==> src/rtl/call_bar_pkg.sv <==
package call_bar_pkg;

   typedef enum logic [2:0] {
      ST_ONHOOK = 3'd0,
      ST_DELAY  = 3'd1,
      ST_ARMED  = 3'd2,
      ST_OPEN   = 3'd3,
      ST_BARRED = 3'd4
   } gate_st_e;

   localparam logic [1:0] LK_NONE = 2'b00;
   localparam logic [1:0] LK_ZERO = 2'b01;

endpackage

==> src/rtl/hook_filter.sv <==
module hook_filter #(
   parameter int CW = 8
) (
   input  logic          clk,
   input  logic          rst_n,
   input  logic          tick,
   input  logic          raw_onhook,
   input  logic [CW-1:0] limit,
   output logic          onhook
);

   logic [CW-1:0] cnt_q;

   always_ff @(posedge clk or negedge rst_n) begin
      if (!rst_n) begin
         onhook <= 1'b1;
         cnt_q  <= '0;
      end else if (raw_onhook == onhook) begin
         cnt_q <= '0;
      end else if (tick) begin
         if (cnt_q >= limit - 1'b1) begin
            onhook <= raw_onhook;
            cnt_q  <= '0;
         end else begin
            cnt_q <= cnt_q + 1'b1;
         end
      end
   end


   flip_on_tick_chk: assert property (@(posedge clk) disable iff (!rst_n)
      (onhook != $past(onhook)) |-> ($past(tick) && ($past(raw_onhook) != $past(onhook))));

endmodule

==> src/rtl/span_timer.sv <==
module span_timer #(
   parameter int CW = 9
) (
   input  logic          clk,
   input  logic          rst_n,
   input  logic          clr,
   input  logic          tick,
   input  logic [CW-1:0] limit,
   output logic          done
);

   logic [CW-1:0] cnt_q;

   always_ff @(posedge clk or negedge rst_n) begin
      if (!rst_n)
         cnt_q <= '0;
      else if (clr)
         cnt_q <= '0;
      else if (tick && (cnt_q != limit))
         cnt_q <= cnt_q + 1'b1;
   end

   assign done = (cnt_q == limit);


   no_overrun_chk: assert property (@(posedge clk) disable iff (!rst_n)
      (cnt_q <= limit));


   done_hold_chk: assert property (@(posedge clk) disable iff (!rst_n)
      (done && !clr && $stable(limit)) |=> done);

endmodule

==> src/rtl/first_key_judge.sv <==
module first_key_judge #(
   parameter int KEY_W = 4
) (
   input  logic [KEY_W-1:0] code,
   input  logic [1:0]       lock,
   output logic             barred
);

   logic is_zero, is_nine;

   assign is_zero = (code == KEY_W'(0));
   assign is_nine = (code == KEY_W'(9));

   // zero-only mode bars 0, both upper codes bar 0 and 9
   always_comb begin
      unique case (lock)
         2'b00:   barred = 1'b0;
         2'b01:   barred = is_zero;
         default: barred = is_zero | is_nine;
      endcase
   end

endmodule

==> src/rtl/call_bar_gate.sv <==
module call_bar_gate
   import call_bar_pkg::*;
#(
   parameter int KEY_W      = 4,
   parameter int DELAY_MS   = 300,
   parameter int DB_LOCK_MS = 20,
   parameter int DB_FREE_MS = 150,
   parameter int KEY_REG    = 1
) (
   input  logic             clk,
   input  logic             rst_n,
   input  logic             tick_1ms,
   input  logic             onhook_raw,
   input  logic [1:0]       lock_sel,
   input  logic             key_vld,
   input  logic [KEY_W-1:0] key_code,
   output logic             key_fwd_vld,
   output logic [KEY_W-1:0] key_fwd_code,
   output logic             dp_hold_low,
   output logic [2:0]       gate_state
);

   localparam int DB_MAX = (DB_LOCK_MS > DB_FREE_MS) ? DB_LOCK_MS : DB_FREE_MS;
   localparam int MS_MAX = (DB_MAX > DELAY_MS) ? DB_MAX : DELAY_MS;
   localparam int CW     = $clog2(MS_MAX + 1);

   generate
      if (KEY_W < 4) begin : g_bad_key
         $error("KEY_W must hold codes 0 to 9");
      end
      if (DELAY_MS < 1 || DB_LOCK_MS < 1 || DB_FREE_MS < 1) begin : g_bad_time
         $error("all time limits must be at least one tick");
      end
      if (KEY_REG != 0 && KEY_REG != 1) begin : g_bad_reg
         $error("KEY_REG selects 0 or 1");
      end
   endgenerate

   gate_st_e      st_q, st_d;
   logic          lock_on;
   logic          hook_on;
   logic          dly_done;
   logic          barred;
   logic          pass;
   logic [CW-1:0] db_limit;

   assign lock_on  = (lock_sel != LK_NONE);
   assign db_limit = lock_on ? CW'(DB_LOCK_MS) : CW'(DB_FREE_MS);

   hook_filter #(.CW(CW)) u_hook (
      .clk        (clk),
      .rst_n      (rst_n),
      .tick       (tick_1ms),
      .raw_onhook (onhook_raw),
      .limit      (db_limit),
      .onhook     (hook_on)
   );

   span_timer #(.CW(CW)) u_holdoff (
      .clk   (clk),
      .rst_n (rst_n),
      .clr   (st_q != ST_DELAY),
      .tick  (tick_1ms),
      .limit (CW'(DELAY_MS)),
      .done  (dly_done)
   );

   first_key_judge #(.KEY_W(KEY_W)) u_judge (
      .code   (key_code),
      .lock   (lock_sel),
      .barred (barred)
   );

   always_comb begin
      st_d = st_q;
      if (hook_on) begin
         st_d = ST_ONHOOK;
      end else begin
         unique case (st_q)
            ST_ONHOOK: st_d = lock_on ? ST_DELAY : ST_OPEN;
            ST_DELAY:  if (dly_done) st_d = ST_ARMED;
            ST_ARMED:  if (key_vld) st_d = barred ? ST_BARRED : ST_OPEN;
            default:   st_d = st_q;
         endcase
      end
   end

   always_ff @(posedge clk or negedge rst_n) begin
      if (!rst_n) st_q <= ST_ONHOOK;
      else        st_q <= st_d;
   end

   assign pass = key_vld && ((st_q == ST_OPEN) || ((st_q == ST_ARMED) && !barred));

   assign dp_hold_low = (st_q == ST_DELAY);
   assign gate_state  = st_q;

   generate
      if (KEY_REG == 1) begin : g_fwd_reg
         always_ff @(posedge clk or negedge rst_n) begin
            if (!rst_n) begin
               key_fwd_vld  <= 1'b0;
               key_fwd_code <= '0;
            end else begin
               key_fwd_vld  <= pass;
               key_fwd_code <= pass ? key_code : key_fwd_code;
            end
         end


         barred_mute_chk: assert property (@(posedge clk) disable iff (!rst_n)
            (st_q == ST_BARRED) |-> !key_fwd_vld);


         holdoff_mute_chk: assert property (@(posedge clk) disable iff (!rst_n)
            (st_q == ST_DELAY) |=> !key_fwd_vld);
      end else begin : g_fwd_comb
         assign key_fwd_vld  = pass;
         assign key_fwd_code = key_code;
      end
   endgenerate


   barred_sticky_chk: assert property (@(posedge clk) disable iff (!rst_n)
      (st_q == ST_BARRED && !hook_on) |=> (st_q == ST_BARRED));


   holdoff_entry_chk: assert property (@(posedge clk) disable iff (!rst_n)
      $rose(dp_hold_low) |-> ($past(st_q) == ST_ONHOOK && $past(lock_sel) != LK_NONE));


   free_open_chk: assert property (@(posedge clk) disable iff (!rst_n)
      (st_q == ST_ONHOOK && !hook_on && lock_sel == LK_NONE) |=> (st_q == ST_OPEN));

endmodule

==> config.mk <==
export PLATFORM = sky130hd
export DESIGN_NAME = call_bar_gate
export DESIGN_NICKNAME = d
export VERILOG_FILES = /design/src/rtl/call_bar_pkg.sv /design/src/rtl/hook_filter.sv /design/src/rtl/span_timer.sv /design/src/rtl/first_key_judge.sv /design/src/rtl/call_bar_gate.sv
export SDC_FILE = /design/constraint.sdc
export NUM_CORES = 1
export LEC_CHECK = 0
export ABC_AREA = 1
export BUFFER_PORTS_ARGS = -buffer_cell sky130_fd_sc_hd__buf_4
export CAP_MARGIN = 20
export CORE_AREA = 3 3 71 73
export CTS_BUF_LIST = sky130_fd_sc_hd__clkbuf_16
export DETAILED_ROUTE_END_ITERATION = 8
export DIE_AREA = 0 0 74 76
export PLACE_DENSITY = 0.66
export SETUP_SLACK_MARGIN = 0.5
export SYNTH_ARGS = -nofsm -noshare
export SYNTH_HDL_FRONTEND = slang
export SYNTH_SLANG_ARGS = --single-unit
==> constraint.sdc <==
create_clock -name clk -period 1.4 [get_ports clk]
set_input_delay 0.21 -clock clk [delete_from_list [all_inputs] [get_ports clk]]
set_output_delay 0.21 -clock clk [all_outputs]
set_load 0.01 [all_outputs]
==> impl_metrics.csv <==
group,metric,value,unit
clocking,num_cts_buffers,3,
floorplanning,pin_count,20,
setup_path,crit_path_frequent_cell,"sky130_fd_sc_hd__nand2_1",
floorplanning,core_region_area,0.004414,mm²
final_layout,antenna-diode-count,0,
timing,rsz0062_at_grt,"yes",
floorplanning,die_y,76,µm
setup_path,timing.rr.end,"u_hook.cnt_q[6]",
worst_hold_path,worstHoldPathType,"input pin to register",
logic_synthesis,yosysTopAreaCellShare,0.3691,
logic_synthesis,synthesis.instances,237,
setup_path,crit_family,"simple AND/OR/NAND/NOR gates",
logic_synthesis,syn-num-nets,254,
final_layout,num-fill-cells,408,
timing,hold_viol_final,0,
setup_path,critPathKind,"register to register",
clocking,clock_latency,0.26,ns
global_route,grt_antenna_before_repair,0,
logic_synthesis,dominantRegCellSynth,"sky130_fd_sc_hd__dfrtp_1",
logic_synthesis,synthTopCellsByArea,"sky130_fd_sc_hd__dfrtp_1 (37%), sky130_fd_sc_hd__nand2_1 (15%), sky130_fd_sc_hd__inv_1 (7.2%)",
logic_synthesis,yosys.cell_count.top_type,"sky130_fd_sc_hd__nand2_1",
final_layout,post_route_cells_drive_above_1_share,0.4118,
detailed_routing,detail_route.iter0.violations,72,
placement,dp_hpwl,2675,µm
timing,post_layout_minimum_cycle_time,1.418,ns
clocking,cts-htree-levels,1,
timing,finalClockSkew,0.002533,ns
setup_path,crit_path_end,"u_hook.cnt_q[6]",
setup_path,reg2reg_slack,-0.02,ns
logic_synthesis,postSynthRegisterBits,27,
setup_path,cp_num_buf_inv,0,
logic_synthesis,netlist_top_cells_count,"sky130_fd_sc_hd__nand2_1 (71), sky130_fd_sc_hd__inv_1 (34), sky130_fd_sc_hd__dfrtp_1 (26), sky130_fd_sc_hd__nor2_1 (26), sky130_fd_sc_hd__nand3_1 (15)",
setup_path,worst-path-stages,10,
logic_synthesis,number_of_distinct_library_cells_after_synthesis,25,
timing,drv_slew,0,
setup_path,timing.critical_path.required,1.55,ns
logic_synthesis,synth-seq-area-share,0.3840,
timing,worst_slew_margin_rel,0.7627,
setup_path,worstSetupStartpoint,"u_hook.cnt_q[2]",
setup_path,worstSetupStartpointType,"register",
global_route,grt_first_pass_wirelength,6610,µm
power_and_ir_drop,p_per_area,1319,mW/mm²
setup_path,critical_path.max_fanout,7,
power_and_ir_drop,power_after_layout,0.003245,W
placement,post_dp_cell_area,0.002068,mm²
placement,port_buffers,19,
clocking,cts_buffer_depth,2,
outcome,failing_checks,"negative setup slack",
outcome,status,"finished with violations",
timing,layout_worst_path_cycle_share,1.013,
floorplanning,die_w,74,µm
placement,gp_routability_congestion,0.8484,
final_layout,area_delta_synth_final,39.60,%
logic_synthesis,synth.yosys.warnings,0,
detailed_routing,vias,1604,
detailed_routing,firstDrtPassIters,4,
run,max_cap_violations,0,
logic_synthesis,synth_enable_flop_cells,0,
logic_synthesis,synthDominantAreaCellType,"sky130_fd_sc_hd__dfrtp_1",
clocking,cts_sinks,27,
floorplanning,placement_rows,24,
timing,final.setup.worst_slack,-0.01809,ns
timing,setup_viol_count_final,7,
power_and_ir_drop,worst_ir_drop_vdd,625.7,µV
global_route,globalRouteOverflowTotal,0,
clocking,tritoncts_clock_tree,"yes",
setup_path,worst-endpoint-arrival,1.57,ns
logic_synthesis,synth_area_per_cell,7.439,µm²
global_route,global_route.usage.total,0.1455,
clocking,cts_root_buffer,"sky130_fd_sc_hd__clkbuf_16",
timing,maxClockFrequency,705.2,MHz
setup_path,timing.critical_path.to_type,"register",
detailed_routing,number_of_antenna_violating_nets_in_the_routed_design,0,
floorplanning,die_area,0.005624,mm²
floorplanning,initial_core_util,0.3994,
final_layout,summed_area_of_non_filler_cells_in_the_final_layout,0.002461,mm²
global_route,grt_pass1_vias,1541,
setup_path,cell_by_cell_listing_of_the_critical_path,"ha_4 -> nand2_2 -> nand2_1 -> nand2_1 -> nand2_1 -> nand2_1 -> nand3_2 -> nand2_2 -> nand2_4 -> nor2_1",
power_and_ir_drop,power_leakage,1.234,nW
detailed_routing,wl_per_cell,11.13,µm
logic_synthesis,async_flop_share,1.000,
setup_path,ff2ff_path_depth,10,
timing,worst_pin_slew,0.3559,ns
global_route,grt_start_max_net_pins,28,
detailed_routing,via_density,4.704,
setup_path,critPathMaxStageDelay,0.41,ns
detailed_routing,routed_wirelength,3796,µm
setup_path,crit_slowest_cell,"sky130_fd_sc_hd__dfrtp_1",
detailed_routing,drc,0,
setup_path,worstReg2RegStart,"u_hook.cnt_q[2]",
clocking,clkTransAtPathRegs,0.06,ns
logic_synthesis,netlist_area,0.001763,mm²
final_layout,final_util,0.5575,
final_layout,nNetsFinal,307,
## stage by stage
step | hold slack (ns) | cells | worst slack, ns | setup TNS [ns]
3_3_place_gp | 0.1521 | 317 | -0.1162 | -0.8206
6_report | 0.1771 | 341 | -0.01809 | -0.09523
2_1_floorplan | -0.08559 | 237 | 0.07086 | 0
5_1_grt | 0.1868 | 341 | -0.1216 | -1.547
3_5_place_dp | 0.1539 | 317 | -0.1933 | -1.422
4_1_cts | 0.1696 | 335 | -0.03969 | -0.2611
## flip-flops by register name, indices dropped and copies added, names as in the netlist
name and flops:
gate_state 3, key_fwd_code 4, key_fwd_vld 1, u_holdoff.cnt_q 9, u_hook.cnt_q 9, u_hook.onhook 1
## worst min-delay path by stage
stage / cells after the start / end / startpoint
floorplan: 0 / gate_state[0] / rst_n
global placement: 1 / u_hook.cnt_q[6] / rst_n
detailed placement: 1 / u_hook.cnt_q[6] / rst_n
CTS: 3 / key_fwd_code[3] / key_code[3]
global route: 3 / key_fwd_code[3] / key_code[3]
finish: 3 / key_fwd_code[3] / key_code[3]
## area by class of cell
class                   instances  area (µm²)  share of cell area
well taps                      52       65.06             0.02644
inverters                      38       157.7             0.06406
multi-input cells             171        1060              0.4306
repair buffers                 49       419.2              0.1703
flip-flops and latches         27       680.7              0.2766
clock buffers                   3       75.07             0.03050
clock inverters                 1       3.754            0.001525
## power breakdown
group | leakage [nW] | switching, W | internal [W] | total [W]
sequential | 0.357 | 0.000127 | 0.000927 | 0.00105
clock | 0.0423 | 0.000262 | 0.000382 | 0.000644
combinational | 0.835 | 0.000780 | 0.000767 | 0.00155
## cell usage in the layout, fill, tap and decap left out, drive strengths merged
master       instances
a21boi               1
o21ai               10
ha                   6
dfrtp               26
inv                 38
clkinv               1
nor3                 3
nor2                29
dfstp                1
a21oi                2
nand3               19
nand4                5
clkbuf               3
xor2                10
buf                 48
nand3b               3
nand2               83
dlygate4sd3          1
## repair_timing
item	CTS	global route
setup buffers	13	6
setup endpoints to repair	36	36
endpoints found under the hold margin	26	0
gates resized for setup	27	19
hold buffers	1	0
pin swaps	16	11
## layer usage
layer	vias to the layer above	GRT usage	routed length, µm
li1	841	-	-
met1	735	0.2041	1805
met2	26	0.2234	1812
met3	2	0.03430	150
met4	0	0.03623	27
met5	-	0	0
## worst register-to-register path, delay by kind of cell (launching register included)
family | cells | cell delay [ns]
and+or+nand+nor | 9 | 0.62
adders and majority gates | 1 | 0.28
DFF | 1 | 0.41
## kinds of logic (layout without fill, tap and decap cells)
| group | count (synthesis) | in the layout | share of synthesized area |
|---|---|---|---|
| DFF | 27 | 27 | 0.3840 |
| and+or+nand+nor | 142 | 142 | 0.3868 |
| xor gates and xnor gates | 10 | 10 | 0.04968 |
| adders and majority gates | 6 | 6 | 0.04258 |
| buffers and inverters | 39 | 91 | 0.09013 |
| AOI/OAI and AO/OA | 13 | 13 | 0.04684 |
No activity file was read; power rests on OpenSTA's default activity.
